===== src/rtl/fpc_pkg.sv =====
package fpc_pkg;

    // Operation codes reported on cmd_op
    typedef enum logic [3:0] {
        OP_NONE       = 4'd0,
        OP_RESET      = 4'd1,
        OP_SEC_ENTER  = 4'd2,
        OP_SEC_EXIT   = 4'd3,
        OP_PW_PROG    = 4'd4,
        OP_PW_VERIFY  = 4'd5,
        OP_PW_UNLOCK  = 4'd6,
        OP_PPB_PROG   = 4'd7,
        OP_PPB_ERASE  = 4'd8,
        OP_DYB_SET    = 4'd9,
        OP_DYB_CLR    = 4'd10,
        OP_PROT_STAT  = 4'd11,
        OP_DYB_STAT   = 4'd12
    } op_e;

    // Read source selector
    typedef enum logic [1:0] {
        RM_ARRAY  = 2'd0,
        RM_SECURE = 2'd1,
        RM_PSTAT  = 2'd2,
        RM_DSTAT  = 2'd3
    } rmode_e;

    // Sequencer steps
    typedef enum logic [2:0] {
        S_IDLE,
        S_UNL1,
        S_UNL2,
        S_PW_ARG,
        S_PPB_ARG,
        S_DYB_ARG,
        S_EXIT_ARG
    } step_e;

    // Per-write classification flags
    typedef struct packed {
        logic       hit;
        logic       is_reset;
        logic       at_a1;
        logic       at_a2;
        logic       at_ppb;
        logic [7:0] code;
    } wr_cls_t;

    localparam logic [15:0] UNLOCK_ADDR1 = 16'h0555;
    localparam logic [15:0] UNLOCK_ADDR2 = 16'h02AA;
    localparam logic [5:0]  PPB_TAG      = 6'h3A;

    localparam logic [7:0] B_UNL1     = 8'hAA;
    localparam logic [7:0] B_UNL2     = 8'h55;
    localparam logic [7:0] B_RESET    = 8'hF0;
    localparam logic [7:0] B_SEC      = 8'h88;
    localparam logic [7:0] B_PSTAT    = 8'h90;
    localparam logic [7:0] B_EXIT     = 8'h00;
    localparam logic [7:0] B_DSTAT    = 8'h58;
    localparam logic [7:0] B_PW_PROG  = 8'h38;
    localparam logic [7:0] B_PW_VER   = 8'hC8;
    localparam logic [7:0] B_PW_UNL   = 8'h28;
    localparam logic [7:0] B_PPB      = 8'h60;
    localparam logic [7:0] B_PPB_PROG = 8'h68;
    localparam logic [7:0] B_PPB_ERA  = 8'h60;
    localparam logic [7:0] B_DYB      = 8'h48;

    // Map a password command byte to its operation
    function automatic op_e pw_op(input logic [7:0] b);
        case (b)
            B_PW_PROG: pw_op = OP_PW_PROG;
            B_PW_VER:  pw_op = OP_PW_VERIFY;
            default:   pw_op = OP_PW_UNLOCK;
        endcase
    endfunction

endpackage


===== src/rtl/fpc_wr_capture.sv =====
module fpc_wr_capture #(
    parameter int ADDR_W = 20,
    parameter int DATA_W = 32
) (
    input  logic              clk,
    input  logic              rst,
    input  logic [ADDR_W-1:0] bus_addr,
    input  logic [DATA_W-1:0] bus_wdata,
    input  logic              bus_we,
    output logic              cap_vld,
    output logic [ADDR_W-1:0] cap_addr,
    output logic [DATA_W-1:0] cap_data
);

    logic we_q;
    logic we_rise;

    assign we_rise = bus_we && !we_q;

    always_ff @(posedge clk) begin
        if (rst) begin
            we_q    <= 1'b0;
            cap_vld <= 1'b0;
        end else begin
            we_q    <= bus_we;
            cap_vld <= we_rise;
        end
    end

    // Address and data are taken only on the strobe edge
    always_ff @(posedge clk) begin
        if (we_rise) begin
            cap_addr <= bus_addr;
            cap_data <= bus_wdata;
        end
    end

endmodule


===== src/rtl/fpc_wr_classify.sv =====
module fpc_wr_classify #(
    parameter int CMP_AW = 11
) (
    input  logic              vld,
    input  logic [CMP_AW-1:0] lo_addr,
    input  logic [7:0]        lo_data,
    output fpc_pkg::wr_cls_t  cls
);
    import fpc_pkg::*;

    localparam logic [CMP_AW-1:0] A1 = CMP_AW'(UNLOCK_ADDR1);
    localparam logic [CMP_AW-1:0] A2 = CMP_AW'(UNLOCK_ADDR2);

    always_comb begin
        cls.hit      = vld;
        cls.is_reset = (lo_data == B_RESET);
        cls.at_a1    = (lo_addr == A1);
        cls.at_a2    = (lo_addr == A2);
        cls.at_ppb   = (lo_addr[5:0] == PPB_TAG);
        cls.code     = lo_data;
    end

endmodule


===== src/rtl/fpc_seq_core.sv =====
module fpc_seq_core #(
    parameter int DATA_W = 32,
    parameter int SECT_W = 9,
    parameter int BANK_W = 2
) (
    input  logic                clk,
    input  logic                rst,
    input  fpc_pkg::wr_cls_t    cls,
    input  logic [SECT_W-1:0]   arg_sect,
    input  logic [BANK_W-1:0]   arg_bank,
    input  logic                arg_word,
    input  logic [DATA_W-1:0]   arg_data,
    output logic                cmd_valid,
    output fpc_pkg::op_e        cmd_op,
    output logic [SECT_W-1:0]   cmd_sector,
    output logic [BANK_W-1:0]   cmd_bank,
    output logic                cmd_word,
    output logic [DATA_W-1:0]   cmd_data,
    output fpc_pkg::rmode_e     rd_mode
);
    import fpc_pkg::*;

    step_e  step_q, step_n;
    op_e    pend_q, pend_n;
    op_e    op_n;
    rmode_e mode_n;
    logic   fire;

    always_comb begin
        step_n = step_q;
        pend_n = pend_q;
        op_n   = OP_NONE;
        mode_n = rd_mode;
        fire   = 1'b0;
        if (cls.hit) begin
            step_n = S_IDLE;
            if (cls.is_reset) begin
                // reset byte wins over any pending argument
                fire   = 1'b1;
                op_n   = OP_RESET;
                mode_n = RM_ARRAY;
            end else begin
                unique case (step_q)
                    S_IDLE: begin
                        if (cls.at_a1 && cls.code == B_UNL1) step_n = S_UNL1;
                    end
                    S_UNL1: begin
                        if (cls.at_a2 && cls.code == B_UNL2) step_n = S_UNL2;
                    end
                    S_UNL2: begin
                        if (cls.at_a1) begin
                            case (cls.code)
                                B_SEC: begin
                                    fire   = 1'b1;
                                    op_n   = OP_SEC_ENTER;
                                    mode_n = RM_SECURE;
                                end
                                B_PSTAT: begin
                                    fire   = 1'b1;
                                    op_n   = OP_PROT_STAT;
                                    mode_n = RM_PSTAT;
                                    step_n = S_EXIT_ARG;
                                end
                                B_DSTAT: begin
                                    fire   = 1'b1;
                                    op_n   = OP_DYB_STAT;
                                    mode_n = RM_DSTAT;
                                end
                                B_PW_PROG, B_PW_VER, B_PW_UNL: begin
                                    pend_n = pw_op(cls.code);
                                    step_n = S_PW_ARG;
                                end
                                B_PPB:   step_n = S_PPB_ARG;
                                B_DYB:   step_n = S_DYB_ARG;
                                default: step_n = S_IDLE;
                            endcase
                        end
                    end
                    S_PW_ARG: begin
                        fire = 1'b1;
                        op_n = pend_q;
                    end
                    S_PPB_ARG: begin
                        if (cls.at_ppb && cls.code == B_PPB_PROG) begin
                            fire = 1'b1;
                            op_n = OP_PPB_PROG;
                        end else if (cls.at_ppb && cls.code == B_PPB_ERA) begin
                            fire = 1'b1;
                            op_n = OP_PPB_ERASE;
                        end
                    end
                    S_DYB_ARG: begin
                        fire = 1'b1;
                        op_n = cls.code[0] ? OP_DYB_SET : OP_DYB_CLR;
                    end
                    S_EXIT_ARG: begin
                        if (cls.code == B_EXIT) begin
                            fire   = 1'b1;
                            op_n   = OP_SEC_EXIT;
                            mode_n = RM_ARRAY;
                        end
                    end
                    default: step_n = S_IDLE;
                endcase
            end
        end
    end

    always_ff @(posedge clk) begin
        if (rst) begin
            step_q    <= S_IDLE;
            pend_q    <= OP_NONE;
            rd_mode   <= RM_ARRAY;
            cmd_valid <= 1'b0;
            cmd_op    <= OP_NONE;
        end else begin
            step_q    <= step_n;
            pend_q    <= pend_n;
            rd_mode   <= mode_n;
            cmd_valid <= fire;
            if (fire) cmd_op <= op_n;
        end
    end

    // Payload registers hold the fields of the last completed sequence
    always_ff @(posedge clk) begin
        if (rst) begin
            cmd_sector <= '0;
            cmd_bank   <= '0;
            cmd_word   <= 1'b0;
            cmd_data   <= '0;
        end else if (fire) begin
            cmd_sector <= arg_sect;
            cmd_bank   <= arg_bank;
            cmd_word   <= arg_word;
            cmd_data   <= arg_data;
        end
    end

endmodule


===== src/rtl/flash_prot_seq.sv =====
module flash_prot_seq #(
    parameter int ADDR_W   = 20,
    parameter int DATA_W   = 32,
    parameter int CMP_AW   = 11,
    parameter int SECT_LSB = 11,
    parameter int BANK_W   = 2
) (
    input  logic                       clk,
    input  logic                       rst,
    input  logic [ADDR_W-1:0]          bus_addr,
    input  logic [DATA_W-1:0]          bus_wdata,
    input  logic                       bus_we,
    output logic                       cmd_valid,
    output logic [3:0]                 cmd_op,
    output logic [ADDR_W-SECT_LSB-1:0] cmd_sector,
    output logic [BANK_W-1:0]          cmd_bank,
    output logic                       cmd_word,
    output logic [DATA_W-1:0]          cmd_data,
    output logic [1:0]                 rd_mode
);
    import fpc_pkg::*;

    localparam int SECT_W = ADDR_W - SECT_LSB;

    logic              cap_vld;
    logic [ADDR_W-1:0] cap_addr;
    logic [DATA_W-1:0] cap_data;
    wr_cls_t           cls;
    op_e               op_w;
    rmode_e            mode_w;

    fpc_wr_capture #(
        .ADDR_W (ADDR_W),
        .DATA_W (DATA_W)
    ) u_cap (
        .clk       (clk),
        .rst       (rst),
        .bus_addr  (bus_addr),
        .bus_wdata (bus_wdata),
        .bus_we    (bus_we),
        .cap_vld   (cap_vld),
        .cap_addr  (cap_addr),
        .cap_data  (cap_data)
    );

    fpc_wr_classify #(
        .CMP_AW (CMP_AW)
    ) u_cls (
        .vld     (cap_vld),
        .lo_addr (cap_addr[CMP_AW-1:0]),
        .lo_data (cap_data[7:0]),
        .cls     (cls)
    );

    fpc_seq_core #(
        .DATA_W (DATA_W),
        .SECT_W (SECT_W),
        .BANK_W (BANK_W)
    ) u_core (
        .clk        (clk),
        .rst        (rst),
        .cls        (cls),
        .arg_sect   (cap_addr[SECT_LSB +: SECT_W]),
        .arg_bank   (cap_addr[ADDR_W-1 -: BANK_W]),
        .arg_word   (cap_addr[0]),
        .arg_data   (cap_data),
        .cmd_valid  (cmd_valid),
        .cmd_op     (op_w),
        .cmd_sector (cmd_sector),
        .cmd_bank   (cmd_bank),
        .cmd_word   (cmd_word),
        .cmd_data   (cmd_data),
        .rd_mode    (mode_w)
    );

    assign cmd_op  = op_w;
    assign rd_mode = mode_w;

endmodule


===== config.mk =====
export PLATFORM = sky130hd
export DESIGN_NAME = flash_prot_seq
export DESIGN_NICKNAME = d
export VERILOG_FILES = /design/src/rtl/fpc_pkg.sv /design/src/rtl/fpc_wr_capture.sv /design/src/rtl/fpc_wr_classify.sv /design/src/rtl/fpc_seq_core.sv /design/src/rtl/flash_prot_seq.sv
export SDC_FILE = /design/constraint.sdc
export NUM_CORES = 1
export LEC_CHECK = 0
export CAP_MARGIN = 40
export CELL_PAD_IN_SITES_DETAIL_PLACEMENT = 0
export CELL_PAD_IN_SITES_GLOBAL_PLACEMENT = 2
export CORE_ASPECT_RATIO = 1.25
export CORE_MARGIN = 2
export CORE_UTILIZATION = 33
export CTS_BUF_LIST = sky130_fd_sc_hd__clkbuf_4 sky130_fd_sc_hd__clkbuf_8
export DETAILED_ROUTE_END_ITERATION = 8
export PLACE_DENSITY = 0.82
export REMOVE_ABC_BUFFERS = 1
export SYNTH_ARGS = -nofsm -noshare
export SYNTH_HDL_FRONTEND = slang
export SYNTH_SLANG_ARGS = --single-unit

===== constraint.sdc =====
create_clock -name clk -period 3.4 [get_ports clk]
set_input_delay 0.34 -clock clk [delete_from_list [all_inputs] [get_ports clk]]
set_output_delay 0.34 -clock clk [all_outputs]
set_load 0.03 [all_outputs]

==> flow_summary.ini, run 1 <==
[synthesis]
synthTopCellsByArea = edfxtp_1 (28%), dfxtp_1 (20%), o311ai_1 (6.1%)
async_flop_share = 0
ys_ff_latch = 109
ys_types = 58
syn_area_sq_mm = 0.00559
synth_edf_count = 52
yosys_warnings = 0
yosys.area.top_type_share = 0.279
yosysSeqAreaShare = 0.483
synth_area_leader_cell = edfxtp_1
yosysMostFrequentCell = dfxtp_1
avgSynthCellArea_sq_um = 9.64
ys.flop_type = dfxtp_1
synth_commonest_cells = dfxtp_1 (57), edfxtp_1 (52), nand2_1 (51), nor2_1 (50), nor2b_1 (50)
synthCells = 580

[floorplanning]
start_util = 0.335
rows = 53
die-height_um = 150
die_area_sq_mm = 0.0180
boundaryPins = 106
die_w_um = 120
core_sq_mm = 0.0167

[pwr]
p_leak_nw = 2.21
ir_drop_uv = 213
pwr_density_cell_mw_per_mm2 = 373

[sta]
final.min_clock_period_ns = 2.60
skew_ns = 0.0140
fmax_mhz = 384
timing.final.crit_share = 0.766
slew_headroom = 0.560
slew_violations = 0
setup_viol = 0
fin_setup_tns_ns = 0
hold_viol = 0
worst_slew_pin_slew_ns = 0.659
rsz0062_at_grt = false

[placed_design]
dpl.hpwl_um = 10100
port_buffers = 105
gp_congestion = 0.862
placed_cell_area_sq_mm = 0.00684

[setup_path]
startpoint_type = register
max_stage_delay_ns = 0.69
path_delay_family = compound AO/OA/AOI/OAI gates
worstSetupEndpointType = register
cp_max_fo = 33
critPathArrivalTime_ns = 2.91
ff2ff_setup_slack_ns = 0.80
r2r-end = u_core.cmd_sector[6]
reg2reg_depth = 6
reg2reg_from = u_cap.cap_data[5]
worst-path-buf-inv = 1
critPathSlowestCell = edfxtp_1
crit_cells = 6
setup.worst_path.class = register to register
crit_chain = nor4bb_1, nand4bb_1, o211ai_4, buf_4, a21oi_1, o311ai_1
crit_required_ns = 3.70

[layout]
antenna_cells = 0
fin_area_sq_mm = 0.00707
fin_util = 0.423
drive_above_1_share = 0.0690
num-nets-final = 702
syn_to_final_growth_pct = 26.5

[route]
drt_pass1_iterations = 4
viasPerCell = 5.44
drtAntennaViolNets = 0
wl_um = 15600
vias = 4745
drtIter0Drc = 389
post_drt_wl_per_cell_um = 17.8
drcViolationCount = 0

[cts]
cts_root_buffer = clkbuf_8
clock_path_buffers = 2
cts_buffers = 9
cts_tree = done
cts_setup_buffers = 0
cts_resized = 0
clock_sinks = 109
path_clk_slew_ns = 0.10
hold_buffers = 0
h-tree-depth = 3
insertion_delay_ns = 0.40

[flow_run]
max_cap_violations = 0

[hold_path]
hp-class = input port to register
hold_depth = 2
hold_path_startpoint = rst
min_to = u_core.cmd_op[1]

[global_route]
grt_pass1_wl_um = 24000
grt_overflow = 0
grt_antenna_before_repair = 0
track_usage = 0.170
grt_pass1_vias = 4536
grt_max_degree = 69

[outcome]
outcome = finished, final reports clean
## stage by stage
step | instances | hold WS [ns] | power, W | setup slack (ns)
after detailed placement | 856 | 0.447 | 0.00171 | 0.827
final | 872 | 0.430 | 0.00264 | 0.796
after global placement | 851 | 0.450 | 0.00170 | 0.771
after global routing | 872 | 0.455 | 0.00273 | 0.593
after CTS | 872 | 0.412 | 0.00266 | 0.819
after floorplan | 521 | 0.409 | 0.00156 | 0.271
## metal layers
metal	track usage	share of wire	routed length, um	up-vias
met5	0	0	0	-
met1	0.213	0.44	6820	2296
met3	0.0305	0.045	707	25
li1	-	-	-	2309
met4	0.0738	0.022	350	0
met2	0.286	0.49	7680	115
## worst reg2reg max path: cells and delay by family (launching register included)
family          cells  cell delay [ns]
compound gates      3             0.72
simple gates        2             0.64
buf+inv             1             0.46
flops               1             0.69
## how the worst max path moves through the flow
stage                                  from                    to  slack [ns]
after floorplan                      bus_we     u_cap.cap_addr[0]        0.27
final                     u_cap.cap_data[5]  u_core.cmd_sector[6]        0.80
after CTS                 u_cap.cap_data[4]  u_core.cmd_sector[5]        0.82
after global placement    u_cap.cap_data[5]      u_core.cmd_op[0]        0.77
after detailed placement  u_cap.cap_data[4]   u_core.cmd_data[19]        0.83
after global routing      u_cap.cap_data[4]   u_core.cmd_data[17]        0.59
## cell type report
class                      instances  area, sq um
fill                            1647         9640
sequential                       109         2710
multi-input combinational        405         2600
timing repair buffer             115         1230
tap                              220          275
clock buffer                      11          139
clock inverter                     5         98.8
inverter                           7         26.3
## kinds of logic (layout without fill, tap and decap cells)
family / after synthesis / after routing / synth area share
flip-flops: 109 / 109 / 0.483
AO/OA/AOI/OAI: 117 / 117 / 0.157
buffers and inverters: 66 / 138 / 0.0553
multiplexers: 5 / 5 / 0.00895
AND/OR/NAND/NOR: 283 / 283 / 0.296
## power breakdown
group / internal [W] / switching [W] / leakage, nW
clock: 0.000503 / 0.000455 / 0.122
sequential: 0.00142 / 0.0000414 / 0.959
combinational: 0.000102 / 0.000114 / 1.13
## state kept, by name, summed over array words and instances (netlist names)
signal / cells
u_cap.cap_addr: 20
u_cap.cap_data: 32
u_cap.cap_vld: 1
u_cap.we_q: 1
u_core.cmd_bank: 1
u_core.cmd_data: 32
u_core.cmd_op: 4
u_core.cmd_sector: 8
u_core.cmd_valid: 1
u_core.cmd_word: 1
u_core.pend_q: 3
u_core.rd_mode: 2
u_core.step_q: 3
## cells in the final DEF, fill, tap and decap left out, types with 3 or more instances in the layout
cell type / netlist / routed
a21oi_1: 44 / 44
a22oi_1: 4 / 4
and2_1: 3 / 3
buf_16: 0 / 4
buf_4: 4 / 5
bufinv_16: 0 / 3
clkbuf_8: 0 / 9
clkdlybuf4s50_1: 0 / 104
dfxtp_1: 57 / 56
edfxtp_1: 52 / 52
inv_1: 6 / 6
mux2i_1: 5 / 5
nand2_1: 51 / 51
nand3_1: 5 / 5
nand3b_1: 3 / 3
nand4_1: 47 / 47
nor2_1: 50 / 50
nor2b_1: 50 / 49
nor3b_1: 42 / 42
nor4_1: 4 / 4
nor4bb_1: 5 / 5
o21a_1: 4 / 3
o21ai_0: 4 / 4
o311ai_1: 39 / 39
o311ai_2: 3 / 3
o32ai_1: 3 / 3
or3_1: 3 / 3
Power figures use the tool's default switching activity.
==> run 2, diff against run 1 <==
--- a/config.mk
+++ b/config.mk
@@ -10,10 +10,10 @@
 export CELL_PAD_IN_SITES_GLOBAL_PLACEMENT = 2
 export CORE_ASPECT_RATIO = 1.25
 export CORE_MARGIN = 2
-export CORE_UTILIZATION = 33
+export CORE_UTILIZATION = 30
 export CTS_BUF_LIST = sky130_fd_sc_hd__clkbuf_4 sky130_fd_sc_hd__clkbuf_8
 export DETAILED_ROUTE_END_ITERATION = 8
-export PLACE_DENSITY = 0.82
+export PLACE_DENSITY = 0.79
 export REMOVE_ABC_BUFFERS = 1
 export SYNTH_ARGS = -nofsm -noshare
 export SYNTH_HDL_FRONTEND = slang
==> constraint.sdc (replaced) <==
create_clock -name clk -period 2.14 [get_ports clk]
set_input_delay 0.214 -clock clk [delete_from_list [all_inputs] [get_ports clk]]
set_output_delay 0.214 -clock clk [all_outputs]
set_load 0.03 [all_outputs]
==> flow_summary.ini, run 2 (synthesis results as in run 1) <==
[setup_path]
reg2reg_from = u_cap.cap_data[3]
cp_max_fo = 10
crit_required_ns = 2.38
startpoint_type = register
crit_chain = buf_6, or4_4, or2_4, o211a_4, clkbuf_16, nand4_1, o311ai_2
reg2reg_depth = 7
max_stage_delay_ns = 0.54
critPathSlowestCell = or4_4
ff2ff_setup_slack_ns = -0.006
r2r-end = u_core.cmd_data[16]
worstSetupEndpointType = register
setup.worst_path.class = register to register
critPathArrivalTime_ns = 2.39

[global_route]
grt_antenna_before_repair = 0
grt_overflow = 0
grt_max_degree = 91
grt_pass1_wl_um = 25900
grt_pass1_vias = 4893
track_usage = 0.164

[route]
drcViolationCount = 0
top_layer_used = met4
vias = 4938
viasPerCell = 5.34
drtIter0Drc = 293
drt_pass1_iterations = 4
drt-met1-wl_um = 7070
wl_met2_um = 8940
post_drt_wl_per_cell_um = 18.3
drtAntennaViolNets = 0
wl_met3_um = 627
wl_um = 16900

[layout]
drive_above_1_share = 0.161
syn_to_final_growth_pct = 36.4
fin_area_sq_mm = 0.00763
antenna_cells = 0
layout_commonest_cell = clkdlybuf4s50_1
reg_top3 = u_cap.cap_data x32, u_core.cmd_data x32, u_cap.cap_addr x20
fin_util = 0.420
most-common-layout-cells = clkdlybuf4s50_1 (104), dfxtp_1 (56), edfxtp_1 (52)
num-nets-final = 747

[cts]
cts_root_buffer = clkbuf_8
clock_sinks = 109
h-tree-depth = 3
clock_path_buffers = 2
hold_buffers = 0
cts_buffers = 9
cts_tree = done
path_clk_slew_ns = 0.10
insertion_delay_ns = 0.39

[outcome]
violations = setup timing
outcome = finished, violations left

[placed_design]
gp_congestion = 0.828
placed_cell_area_sq_mm = 0.00709
preCtsSetupSlack_ns = -0.0127
port_buffers = 105
dpl.hpwl_um = 10800

[flow_run]
max_cap_violations = 0

[sta]
slew_headroom = 0.475
timing.final.crit_share = 1.00
fin_ws_ns = -0.00632
final.min_clock_period_ns = 2.15
worst_slew_pin_slew_ns = 0.787
skew_ns = 0.0118
slew_violations = 0
fmax_mhz = 466
rsz0062_at_grt = true
hold_viol = 0
setup_viol = 1

[floorplanning]
die_w_um = 126
rows = 55
core_sq_mm = 0.0182
boundaryPins = 106
die_area_sq_mm = 0.0198
start_util = 0.308
die-height_um = 157

[pwr]
swShare = 0.249
p_leak_nw = 2.49
power.internal_w = 0.00299
clock_power_share = 0.317
p_comb_frac = 0.105
ir_drop_uv = 274
power_w = 0.00398
p_sw_w = 0.000992
pwr_density_cell_mw_per_mm2 = 522
p_seq_frac = 0.578

[hold_path]
min_to = u_core.step_q[2]
hp-class = input port to register
hold_depth = 2
hold_path_startpoint = rst
==> run 2: cell types whose count changed in the layout (fill, tap and decap cells not counted), sizes merged <==
cell | previous run | this run
bufinv | 3 | 1
clkinvlp | 0 | 1
inv | 6 | 7
buf | 11 | 53
clkbuf | 11 | 12
clkinv | 3 | 5
==> run 2: worst max-delay path: cells and delay by family (launching register included) <==
family,cells,cell delay (ns)
compound gates,2,0.30
buf+inv,2,0.34
simple gates,3,0.95
flops,1,0.43
==> run 2: worst max-delay path by stage <==
stage                          endpoint  slack (ns)               from  cells past startpoint
CTS                  u_core.cmd_data[7]    0.000005  u_cap.cap_data[0]                      6
global route         u_core.cmd_data[4]       -0.09  u_cap.cap_data[2]                      6
finish              u_core.cmd_data[16]      -0.006  u_cap.cap_data[3]                      7
global placement       u_core.cmd_op[2]       0.007  u_cap.cap_data[0]                      5
floorplan             u_cap.cap_addr[0]       -0.94         u_cap.we_q                      1
detailed placement     u_core.cmd_op[2]       -0.01  u_cap.cap_data[0]                      5
==> run 2: what timing repair did <==
action                     in CTS  in global routing
gates cloned                    0                  3
resized for setup               3                 27
buffers inserted                3                  7
setup endpoints to repair       5                 50
pin swaps                       1                 12
==> run 2: routing by layer <==
metal,up-vias,global-route usage
met5,-,0
met4,0,0.0628
met3,12,0.0260
met2,123,0.289
met1,2410,0.200
li1,2393,-
==> run 2: area by class of cell <==
| cell class | count | area [sq um] |
|---|---|---|
| Inverter | 7 | 26.3 |
| Sequential cell | 109 | 2710 |
| Fill cell | 1822 | 10500 |
| Clock buffer | 9 | 124 |
| Tap cell | 228 | 285 |
| Timing Repair Buffer | 160 | 1640 |
| Multi-Input combinational cell | 405 | 2780 |
| Clock inverter | 7 | 65.1 |
==> run 2: power by group through the flow <==
stage / clock network [W] / registers (W) / logic, W
2_1_floorplan: 0 / 0.00238 / 0.0000986
3_3_place_gp: 0 / 0.00235 / 0.000392
3_5_place_dp: 0 / 0.00235 / 0.000398
4_1_cts: 0.00132 / 0.00230 / 0.000404
5_1_grt: 0.00140 / 0.00231 / 0.000453
6_report: 0.00126 / 0.00230 / 0.000419
==> run 2: per-stage QoR <==
step	std cells	setup TNS (ns)	hold WS, ns
after floorplan	521	-65.67	0.283
after global placement	896	0	0.452
after detailed placement	896	-0.0183	0.469
after CTS	915	0	0.0779
after global routing	925	-3.00	0.0997
final	925	-0.00632	0.103
==> run 3, diff against run 2 <==
--- a/config.mk
+++ b/config.mk
@@ -10,9 +10,10 @@
 export CELL_PAD_IN_SITES_GLOBAL_PLACEMENT = 2
 export CORE_ASPECT_RATIO = 1.25
 export CORE_MARGIN = 2
-export CORE_UTILIZATION = 30
+export CORE_UTILIZATION = 37
 export CTS_BUF_LIST = sky130_fd_sc_hd__clkbuf_4 sky130_fd_sc_hd__clkbuf_8
 export DETAILED_ROUTE_END_ITERATION = 8
+export DONT_BUFFER_PORTS = 1
 export PLACE_DENSITY = 0.79
 export REMOVE_ABC_BUFFERS = 1
 export SYNTH_ARGS = -nofsm -noshare
==> flow_summary.ini, run 3 (synthesis results as in run 1) <==
[outcome]
outcome = finished, final reports clean

[setup_path]
critPathSlowestCell = edfxtp_1
critPathArrivalTime_ns = 2.39
crit_required_ns = 2.42
crit_chain = nor4b_4, buf_4, nand2_4, buf_6, o211ai_4, nor4_2, or3_1
cp_max_fo = 4
path_delay_family = simple AND/OR/NAND/NOR gates
reg2reg_from = u_cap.cap_data[0]
ff2ff_setup_slack_ns = 0.03
worst-path-buf-inv = 2
startpoint_type = register
r2r-end = u_core.cmd_op[2]
setup.worst_path.class = register to register
max_stage_delay_ns = 0.51
reg2reg_depth = 7
worstSetupEndpointType = register

[cts]
cts_tree = done
cts_buffers = 9
h-tree-depth = 3
cts_root_buffer = clkbuf_8
path_clk_slew_ns = 0.10
clock_sinks = 109
clock_path_buffers = 2
insertion_delay_ns = 0.39

[placed_design]
gp_congestion = 0.864
placed_cell_area_sq_mm = 0.00599
port_buffers = 0
preCtsSetupSlack_ns = -0.112
dpl.hpwl_um = 9570
place_inst = 745

[route]
drt_pass1_iterations = 4
vias = 4854
wl_um = 16200
drtAntennaViolNets = 0
post_drt_wl_per_cell_um = 19.6
viasPerCell = 5.86
drcViolationCount = 0
drtIter0Drc = 371

[layout]
syn_to_final_growth_pct = 25.1
fin_util = 0.470
most-common-layout-cells = dfxtp_1 (56), dlygate4sd3_1 (53), edfxtp_1 (52)
regArea_sq_mm = 0.00271
num-nets-final = 695
reg_top3 = u_cap.cap_data x32, u_core.cmd_data x32, u_cap.cap_addr x20
n_fill_cell = 1399
multi_input_area_sq_mm = 0.00273
finalNonFillerCells = 828
layout_commonest_cell = dfxtp_1
fin_area_sq_mm = 0.00700
drive_above_1_share = 0.171

[global_route]
track_usage = 0.198
grt_pass1_wl_um = 25000
grt_antenna_before_repair = 1
use_met3 = 0.0449
grt_pass1_vias = 4668
grt_max_degree = 127
busiest_layer = met2
grt_overflow = 0
use_met2 = 0.333
use_met1 = 0.242

[hold_path]
hp-class = input port to register
hold_path_startpoint = rst
hold_depth = 3
min_to = u_core.cmd_data[10]

[sta]
final.min_clock_period_ns = 2.11
slew_headroom = 0.674
skew_ns = 0.00547
hold_viol = 0
fin_ws_ns = 0.0291
fmax_mhz = 474
fin_setup_tns_ns = 0
slew_violations = 0
rsz0062_at_grt = true
timing.final.crit_share = 0.986
worst_slew_pin_slew_ns = 0.488
setup_viol = 0

[pwr]
ir_drop_uv = 432
p_leak_nw = 2.30
pwr_density_cell_mw_per_mm2 = 561

[floorplanning]
die_w_um = 114
die_area_sq_mm = 0.0161
core_sq_mm = 0.0149
boundaryPins = 106
start_util = 0.376
rows = 50
die-height_um = 141

[flow_run]
max_cap_violations = 0
==> run 3: through the flow <==
stage | hold WS [ns] | total power (W)
finish | 0.0746 | 0.00393
global route | 0.0551 | 0.00406
CTS | 0.0346 | 0.00396
detailed placement | 0.313 | 0.00257
global placement | 0.313 | 0.00256
floorplan | 0.283 | 0.00248
==> run 3: metal layers <==
layer | share of wire | vias to the layer above | wire length (um)
met5 | 0 | - | 0
met4 | 0.027 | 0 | 430
met3 | 0.064 | 29 | 1030
met2 | 0.49 | 157 | 7900
met1 | 0.42 | 2377 | 6860
li1 | - | 2291 | -
==> run 3: report_power, final <==
part | internal (W) | total (W) | switching [W]
sequential | 0.00226 | 0.00233 | 0.0000671
combinational | 0.000152 | 0.000310 | 0.000158
clock | 0.000555 | 0.00129 | 0.000735
total | 0.00297 | 0.00393 | 0.000961
==> run 3: what timing repair did <==
action	CTS	global route
endpoints found under the setup margin	47	50
pin swaps	3	7
setup buffers	2	9
hold endpoints to repair	103	0
cloned	0	1
hold buffers	54	0
resized for setup	2	24
==> run 3: cell type report <==
class | instances | share of cell area
well taps | 182 | 0.0325
diodes | 1 | 0.000358
inverters | 7 | 0.00375
clock inverters | 6 | 0.00930
repair buffers | 108 | 0.158
clock buffers | 10 | 0.0188
multi-input cells | 405 | 0.391
flip-flops and latches | 109 | 0.387
==> run 3: worst max path at each step <==
stage	start	end	slack, ns	depth (start not counted)
finish	u_cap.cap_data[0]	u_core.cmd_op[2]	0.03	7
global route	u_cap.cap_data[0]	u_core.cmd_op[2]	-0.04	7
CTS	u_cap.cap_addr[1]	u_core.cmd_data[12]	0.01	7
detailed placement	u_cap.cap_addr[1]	u_core.cmd_data[19]	-0.11	7
global placement	u_cap.cap_addr[1]	u_core.cmd_data[7]	0.02	7
floorplan	u_cap.we_q	u_cap.cap_addr[0]	-0.94	1
==> run 3: tightest hold or removal path, cell delays in order <==
cell and delay, ns:
nor2b_1 0.04, nand4_1 0.07, o311ai_1 0.08
